**src/rtl/mode_ctl_unit.sv**
```systemverilog
module mode_ctl_unit #(
  parameter int DW = 32
) (
  input  logic          clk,
  input  logic          rst_n,
  input  logic [1:0]    priv_lvl,
  input  logic          wr_en,
  input  logic [2:0]    wr_sel,
  input  logic [DW-1:0] wr_data,
  input  logic [2:0]    rd_sel,
  output logic [DW-1:0] rd_data,
  input  logic          pf_strobe,
  input  logic [DW-1:0] pf_addr,
  input  logic          dbg_req,
  input  logic [2:0]    dbg_idx,
  output logic [2:0]    dbg_map,
  input  logic          op_tsc,
  input  logic          op_pmc,
  input  logic          op_media,
  input  logic          op_virt,
  output logic          ud_fault,
  output logic          gp_fault,
  output logic          prot_en,
  output logic          paging_en,
  output logic          pae_en,
  output logic          long_active,
  output logic [DW-1:0] tbl_base,
  output logic          tbl_wt,
  output logic          tbl_cd
);
  localparam logic [2:0] SEL_MODE = 3'd0, SEL_FADDR = 3'd1, SEL_TBASE = 3'd2,
                         SEL_FEAT = 3'd3, SEL_EXT = 3'd4;
  localparam logic [DW-1:0] MODE_MASK = DW'(32'h8000_0001);
  localparam logic [DW-1:0] FEAT_MASK = DW'(32'h0004_07FF);
  localparam logic [DW-1:0] EXT_MASK  = DW'(32'h0000_7901);

  logic [DW-1:0] mode_q, faddr_q, feat_q, ext_q;
  logic [DW-1:3] tbase_q;
  logic          gp_q, ud_q;

  logic lme, de, tsd, pce, fxsr, svme, priv0;
  assign lme   = ext_q[8];
  assign svme  = ext_q[12];
  assign tsd   = feat_q[2];
  assign de    = feat_q[3];
  assign pce   = feat_q[8];
  assign fxsr  = feat_q[9];
  assign priv0 = (priv_lvl == 2'd0);

  assign prot_en     = mode_q[0];
  assign paging_en   = mode_q[31];
  assign pae_en      = feat_q[5];
  assign long_active = lme & paging_en;

  logic ext_reject, dbg_bad, gp_next, ud_next;
  assign ext_reject = wr_en && wr_sel == SEL_EXT && paging_en && (wr_data[8] != lme);
  assign dbg_bad    = dbg_req && de && (dbg_idx == 3'd4 || dbg_idx == 3'd5);
  assign gp_next    = ext_reject | (op_tsc & tsd & ~priv0) | (op_pmc & ~pce & ~priv0);
  assign ud_next    = dbg_bad | (op_media & ~fxsr) | (op_virt & ~svme);

  assign dbg_map = (!de && dbg_idx[2:1] == 2'b10) ? {2'b11, dbg_idx[0]} : dbg_idx;

  logic [DW-1:0] tbase_view;
  assign tbase_view = pae_en ? {tbase_q[DW-1:5], tbase_q[4:3], 3'b000}
                             : {tbase_q[DW-1:12], 7'd0, tbase_q[4:3], 3'b000};
  assign tbl_base   = pae_en ? {tbase_q[DW-1:5], 5'd0} : {tbase_q[DW-1:12], 12'd0};
  assign tbl_wt     = tbase_q[3];
  assign tbl_cd     = tbase_q[4];
  assign gp_fault   = gp_q;
  assign ud_fault   = ud_q;

  always_ff @(posedge clk) begin
    if (!rst_n) begin
      mode_q  <= '0;
      faddr_q <= '0;
      tbase_q <= '0;
      feat_q  <= '0;
      ext_q   <= '0;
      gp_q    <= 1'b0;
      ud_q    <= 1'b0;
    end else begin
      gp_q <= gp_next;
      ud_q <= ud_next;
      if (pf_strobe) faddr_q <= pf_addr;
      else if (wr_en && wr_sel == SEL_FADDR) faddr_q <= wr_data;
      if (wr_en) begin
        case (wr_sel)
          SEL_MODE:  mode_q  <= wr_data & MODE_MASK;
          SEL_TBASE: tbase_q <= wr_data[DW-1:3];
          SEL_FEAT:  feat_q  <= wr_data & FEAT_MASK;
          SEL_EXT:   if (!ext_reject) ext_q <= wr_data & EXT_MASK;
          default: ;
        endcase
      end
    end
  end

  always_comb begin
    case (rd_sel)
      SEL_MODE:  rd_data = mode_q;
      SEL_FADDR: rd_data = faddr_q;
      SEL_TBASE: rd_data = tbase_view;
      SEL_FEAT:  rd_data = feat_q;
      SEL_EXT:   rd_data = ext_q | (DW'(long_active) << 10);
      default:   rd_data = '0;
    endcase
  end


  lme_hold_chk: assert property (@(posedge clk) disable iff (!rst_n)
    paging_en |=> $stable(ext_q[8]));

  pf_capture_chk: assert property (@(posedge clk) disable iff (!rst_n)
    pf_strobe |=> faddr_q == $past(pf_addr));

  dbg_fault_chk: assert property (@(posedge clk) disable iff (!rst_n)
    (dbg_req && de && dbg_idx[2:1] == 2'b10) |=> ud_fault);

  dbg_alias_chk: assert property (@(posedge clk) disable iff (!rst_n)
    !de |-> (dbg_map != 3'd4 && dbg_map != 3'd5));

  virt_fault_chk: assert property (@(posedge clk) disable iff (!rst_n)
    (op_virt && !ext_q[12]) |=> ud_fault);

  gp_cause_chk: assert property (@(posedge clk) disable iff (!rst_n)
    $rose(gp_fault) |-> $past(wr_en || op_tsc || op_pmc));
endmodule

```
**config.mk**
```make
export PLATFORM = sky130hd
export DESIGN_NAME = mode_ctl_unit
export DESIGN_NICKNAME = d
export VERILOG_FILES = /design/src/rtl/mode_ctl_unit.sv
export SDC_FILE = /design/constraint.sdc
export NUM_CORES = 1
export LEC_CHECK = 0
export ABC_AREA = 1
export BUFFER_PORTS_ARGS = -buffer_cell sky130_fd_sc_hd__buf_2
export CAP_MARGIN = 20
export CORE_MARGIN = 2
export CORE_UTILIZATION = 50
export DETAILED_ROUTE_END_ITERATION = 7
export PLACE_DENSITY = 0.81
export SYNTH_ARGS = -nofsm -noshare
export SYNTH_HDL_FRONTEND = slang
export SYNTH_SLANG_ARGS = --single-unit
export TNS_END_PERCENT = 30
```
**constraint.sdc**
```tcl
create_clock -name clk -period 1.3 [get_ports clk]
set_input_delay 0.13 -clock clk [delete_from_list [all_inputs] [get_ports clk]]
set_output_delay 0.13 -clock clk [all_outputs]
set_load 0.02 [all_outputs]
```
==> qor.csv, run 1 <==
stage,metric,value,unit
route,drt_iter0_markers,327,
clocking,clk_path_buf_depth,2,
logic_synthesis,yosysSeqAreaShare,38.2,%
clocking,path_clk_slew,0.09,ns
sta,worst_hold_slack,0.0163,ns
floorplan,die_h,97.3,um
place,gp_congestion,0.860,
sta,report.final.slew_viol_count,0,
floorplan,die_x,97.3,um
global_routing,grt_use_total,27.2,%
layout,final_common_cell,nand2_1,
floorplan,core,8590,um2
layout,area_growth,24.9,%
place,io_buffers,151,
setup_path,cp_slowest_stage_delay,0.34,ns
sta,setup_violations,8,
logic_synthesis,syn-cell-area,4350,um2
sta,hold_violations,0,
sta,fin_skew,0.00929,ns
status,status,"complete, but fails checks",
place,placed_cell_area,5100,um2
status,violations,setup timing,
global_routing,grt_pass1_vias,4452,
setup_path,critPathLaunchType,flip-flop,
sta,period_share,106,%
pwr,worst_ir_drop_vdd,660,uV
setup_path,cp-end-kind,primary output,
route,avgRoutedWirePerCell,14.0,um
place,place_ws,0.0354,ns
clocking,htree_num_levels,3,
logic_synthesis,synth_area_leaders,"dfxtp_1 (38%), nand2_1 (19%), nor2_1 (9.7%)",
clocking,clk_latency,0.36,ns
clocking,cts_tree,built,
setup_path,cp_max_fo,6,
floorplan,start_util,50.7,%
logic_synthesis,synth_cell_types,27,
route,routed_via_density,5.20,
layout,postLayoutCoreUtil,63.3,%
clocking,cts_buffers,9,
layout,antenna_cells,0,
setup_path,cp.arrival,1.25,ns
layout,drive_gt1_share,27.8,%
route,wirelength,13.0,mm
run,drv_cap,0,
setup_path,slowest_stage,dfxtp_2,
sta,setup_ws,-0.0780,ns
global_routing,grt_max_degree,46,
logic_synthesis,ys_warn_count,0,
global_routing,antenna_found_initial,0,
logic_synthesis,syn_avg_cell_area,6.37,um2
setup_path,path_delay_family,buffers and inverters,
logic_synthesis,ys_seq_elements,83,
setup_path,crit_type,flip-flop to primary output,
floorplan,io_pins,159,
sta,post-route-min-period,1.38,ns
route,first_pass_iters,5,
logic_synthesis,synth.largest_area_cell,dfxtp_1,
setup_path,required,1.17,ns
setup_path,critPathBufInv,3,
min_path,min_path_type,primary input to flip-flop,
global_routing,grt.overflow.total,0,
logic_synthesis,syn_inst,683,
floorplan,num_rows,34,
pwr,power_density,1010,nW/um2
layout,final_cell_mix,"nand2_1 (214), buf_2 (139), nor2_1 (112), dfxtp_1 (79), nand3_1 (47)",
pwr,p_leak,2.78,nW
route,vias,4817,
place,dp_hpwl,9.09,mm
sta,fmax,726,MHz
route,ant_nets,0,
global_routing,grt_pass1_wl,21.0,mm
floorplan,die_area,9470,um2
route,drc_errors,0,
setup_path,path_cells,buf_6 > nand2_2 > inv_2 > nand2_1 > nand4_1 > buf_4,
logic_synthesis,yosysTopAreaCellShare,38.2,%
sta,rsz0062_at_grt,yes,
layout,fin_area,5440,um2
clocking,cts.sinks,83,
clocking,cts-root-buf,clkbuf_8,
layout,nets,898,
## registers in the layout, indices dropped and copies added (netlist names)
| signal | flops |
|---|---|
| ext_q | 6 |
| tbase_q | 29 |
| ud_fault | 1 |
| mode_q | 2 |
| gp_fault | 1 |
| faddr_q | 32 |
| feat_q | 12 |
## metrics by stage
step	power, mW	setup TNS [ns]	std cells
after CTS	5.52	-0.398	926
after global placement	3.63	0	905
after detailed placement	3.66	0	905
after floorplan	3.35	0	687
final	5.51	-0.336	927
after global routing	5.76	-0.829	927
## final cells by class
| class | count | area, um2 |
|---|---|---|
| clock inverter | 4 | 50.0 |
| inverter | 43 | 161 |
| multi-input combinational | 493 | 2150 |
| clock buffer | 12 | 145 |
| sequential | 83 | 1670 |
| fill | 822 | 3160 |
| timing repair buffer | 184 | 1130 |
| tap | 108 | 135 |
## worst min-delay path, delay by kind of cell
kind                   cells  cell delay [ns]
and+or+nand+nor            2             0.12
buffers and inverters      1             0.09
## worst paths after layout
path         cells past startpoint   startpoint  slack, ns          end
max reg2reg                      5     ext_q[8]       0.23     ext_q[0]
min                              3  wr_data[23]       0.02  faddr_q[23]
min reg2reg                      2  faddr_q[17]       0.48  faddr_q[17]
max                              6    feat_q[5]      -0.08   rd_data[8]
## routing by layer
metal / vias to the layer above / GRT usage, % / routed length, um / share of wire [%]
met5: - / 0 / 0 / 0
met4: 0 / 9.72 / 254 / 2.0
met3: 24 / 6.91 / 1270 / 9.8
met2: 258 / 45.7 / 6170 / 48
met1: 2157 / 34.0 / 5260 / 41
li1: 2378 / - / - / -
## Yosys cell counts
cell,n
nor2_1,112
buf_6,4
nand2_2,1
nand3_1,50
buf_2,17
a31oi_1,1
o21ai_0,46
dfxtp_1,83
nand2_1,218
conb_1,1
nand4_1,8
nor2_2,1
buf_1,2
inv_2,6
nor2_4,1
o211ai_1,7
nand3_2,1
clkbuf_1,13
nor2_8,1
a21oi_1,37
nor3_4,1
buf_4,30
nand2_4,1
nor3_1,1
clkbuf_2,2
o21ai_1,1
inv_1,37
## power by group
group / switching, mW / internal (mW)
logic: 0.557 / 0.345
clock network: 0.942 / 0.940
registers: 0.0649 / 2.66
total: 1.56 / 3.94
## timing repair
item,CTS,global route
setup buffers,4,1
hold buffers,1,0
setup endpoints to repair,8,31
pin swaps,6,2
hold endpoints to repair,1,0
resized for setup,22,19
## logic make-up after synthesis
| family | synth area share, % |
|---|---|
| AND/OR/NAND/NOR | 37.3 |
| buffers and inverters | 13.4 |
| AO/OA/AOI/OAI | 11.0 |
| flip-flops | 38.2 |
| other | 0.0861 |
No activity file was read; power rests on OpenSTA's default activity.
==> run 2: changes to the inputs <==
--- a/config.mk
+++ b/config.mk
@@ -8,10 +8,12 @@
 export ABC_AREA = 1
 export BUFFER_PORTS_ARGS = -buffer_cell sky130_fd_sc_hd__buf_2
 export CAP_MARGIN = 20
+export CELL_PAD_IN_SITES_DETAIL_PLACEMENT = 0
+export CELL_PAD_IN_SITES_GLOBAL_PLACEMENT = 1
 export CORE_MARGIN = 2
-export CORE_UTILIZATION = 50
+export CORE_UTILIZATION = 33
 export DETAILED_ROUTE_END_ITERATION = 7
-export PLACE_DENSITY = 0.81
+export PLACE_DENSITY_LB_ADDON = 0.1
 export SYNTH_ARGS = -nofsm -noshare
 export SYNTH_HDL_FRONTEND = slang
 export SYNTH_SLANG_ARGS = --single-unit
==> run 2 against run 1 <==
  * The run still ends with setup timing left
  * Global-route usage shrank 6.3 points
  * First-iteration DRC count shrank 17%
  * Utilization shrank 19 points
  * Clock skew shrank 0.0056 ns
  * Critical path depth is the same
  * Largest power group unchanged
  * Highest routed layer is now met5
==> qor.csv, run 2 (synthesis gave the netlist of run 1 again) <==
stage,metric,value,unit,change
setup_path,critPathBufInv,3,,unchanged
sta,setup_ws,-0.0679,ns,+0.0101 ns
floorplan,io_pins,159,,unchanged
global_routing,antenna_found_initial,2,,+2
setup_path,crit_type,flip-flop to primary output,,
layout,largest_reg_flops,32,,unchanged
clocking,cts-root-buf,clkbuf_16,,
clocking,cts_tree,built,,
setup_path,slowest_stage,dfxtp_2,,
setup_path,required,1.17,ns,about the same
route,avgRoutedWirePerCell,14.8,um,+5.8%
sta,totalNegativeSetupSlack,-0.302,ns,+0.0343 ns
layout,area_growth,30.3,%,
pwr,p_leak,2.89,nW,+3.7%
floorplan,core,12800,um2,+49%
route,wirelength,14.7,mm,+14%
route,vias,4678,,-2.9%
min_path,min-delay-start,wr_data[21],,
sta,report.final.slew_viol_count,0,,unchanged
layout,biggestRegsByFlops,"faddr_q (32), tbase_q (29), feat_q (12)",,
place,place_inst,974,,+7.6%
sta,rsz0062_at_grt,yes,,
sta,setup_violations,6,,-2
global_routing,grt_max_degree,27,,-41%
global_routing,grt_pass1_vias,4507,,+1.2%
pwr,worst_ir_drop_vdd,541,uV,-18%
setup_path,path_delay_family,buffers and inverters,,
status,status,"complete, but fails checks",,
place,dp_hpwl,10.4,mm,+14%
status,violations,setup timing,,
sta,hold_violations,0,,unchanged
route,ant_nets,0,,unchanged
layout,final_common_cell,nand2_1,,
setup_path,cp.arrival,1.24,ns,about the same
layout,largest-register,faddr_q,,
clocking,clk_path_buf_depth,2,,unchanged
sta,fin_skew,0.00368,ns,-0.00561 ns
place,gp_congestion,0.814,,-5.3%
min_path,min_path_type,primary input to flip-flop,,
clocking,htree_num_levels,3,,unchanged
setup_path,r2r_start,ext_q[8],,
sta,fmax,731,MHz,+0.74%
route,drt_iter0_markers,272,,-17%
sta,period_share,105,%,-0.77 points
global_routing,grt.overflow.total,0,,unchanged
floorplan,num_rows,41,,+21%
sta,post-route-min-period,1.37,ns,-0.0101 ns
layout,nets,902,,+0.45%
pwr,power_density,1070,nW/um2,+6.0%
setup_path,path_cells,buf_8 > nand2_2 > inv_2 > nand2_1 > nand4_1 > buf_6,,
setup_path,critPathLaunchType,flip-flop,,
setup_path,cp-end-kind,primary output,,
floorplan,die_area,14100,um2,+49%
setup_path,cp_slowest_stage_delay,0.33,ns,about the same
floorplan,die_x,119,um,+22%
layout,drive_gt1_share,29.2,%,+1.3 points
setup_path,cp_max_fo,7,,+1
route,first_pass_iters,4,,-1
run,drv_cap,0,,unchanged
clocking,cts.sinks,83,,unchanged
layout,final_cell_mix,"nand2_1 (210), buf_2 (142), nor2_1 (112), dfxtp_1 (77), nand3_1 (48)",,
clocking,path_clk_slew,0.06,ns,-0.03 ns
floorplan,die_h,119,um,+22%
route,routed_via_density,4.70,,-9.5%
clocking,cts_buffers,9,,unchanged
layout,postLayoutCoreUtil,44.4,%,-19 points
clocking,clk_latency,0.34,ns,-0.02 ns
place,io_buffers,151,,unchanged
route,drc_errors,0,,unchanged
global_routing,grt_pass1_wl,23.3,mm,+11%
layout,finalNonFillerCells,995,,+7.3%
floorplan,start_util,34.1,%,-17 points
global_routing,grt_use_total,20.9,%,-6.3 points
layout,antenna_cells,0,,unchanged
setup_path,crit_start,feat_q[5],,
-- run 2: tightest hold or removal path: cells and delay by family --
kind          cells  cell delay [ns]
simple gates      2             0.12
buf+inv           1             0.09
-- run 2: metrics by stage --
| step | worst slack [ns] | cell area [um2] | hold WS [ns] | total power [mW] |
|---|---|---|---|---|
| 2_1_floorplan | 0.0210 | 4370 | 0.265 | 3.35 |
| 3_3_place_gp | 0.0773 | 5220 | 0.260 | 3.68 |
| 3_5_place_dp | 0.0469 | 5220 | 0.260 | 3.69 |
| 4_1_cts | -0.0686 | 5560 | 0.0207 | 6.15 |
| 5_1_grt | -0.112 | 5670 | 0.0410 | 6.40 |
| 6_report | -0.0679 | 5670 | 0.0247 | 6.09 |
-- run 2: cell type report --
class,count,area (um2)
Fill cell,1395,7100
Multi-Input combinational cell,493,2160
Sequential cell,83,1670
Tap cell,172,215
Inverter,43,161
Clock inverter,5,27.5
Clock buffer,11,253
Timing Repair Buffer,188,1190
-- run 2: per-layer routing --
| layer | up-vias | track usage, % | part of all wire, % |
|---|---|---|---|
| li1 | 2392 | - | - |
| met1 | 2129 | 27.4 | 46 |
| met2 | 139 | 34.5 | 47 |
| met3 | 14 | 4.02 | 5.5 |
| met4 | 4 | 6.92 | 1.2 |
| met5 | - | 0 | 0.18 |
-- run 2: worst paths after layout --
| check | cells past startpoint | slack [ns] | to |
|---|---|---|---|
| setup / recovery | 6 | -0.07 | rd_data[10] |
| setup reg to reg | 6 | 0.29 | ext_q[8] |
| hold / removal | 3 | 0.02 | faddr_q[21] |
| hold reg to reg | 2 | 0.46 | feat_q[0] |
-- run 2: where the power goes --
| group | internal [mW] | total [mW] | switching, mW | leakage (nW) |
|---|---|---|---|---|
| combinational | 0.361 | 0.935 | 0.574 | 2.06 |
| sequential | 2.67 | 2.73 | 0.0628 | 0.682 |
| clock | 1.38 | 2.43 | 1.05 | 0.141 |
| total | 4.41 | 6.09 | 1.68 | 2.89 |
-- run 2: timing repair --
item                       CTS  global route
gates cloned                 0             2
hold buffers                 0             0
setup endpoints to repair    7            27
resized for setup           24            15
setup buffers                1             2
pin swaps                    5             3
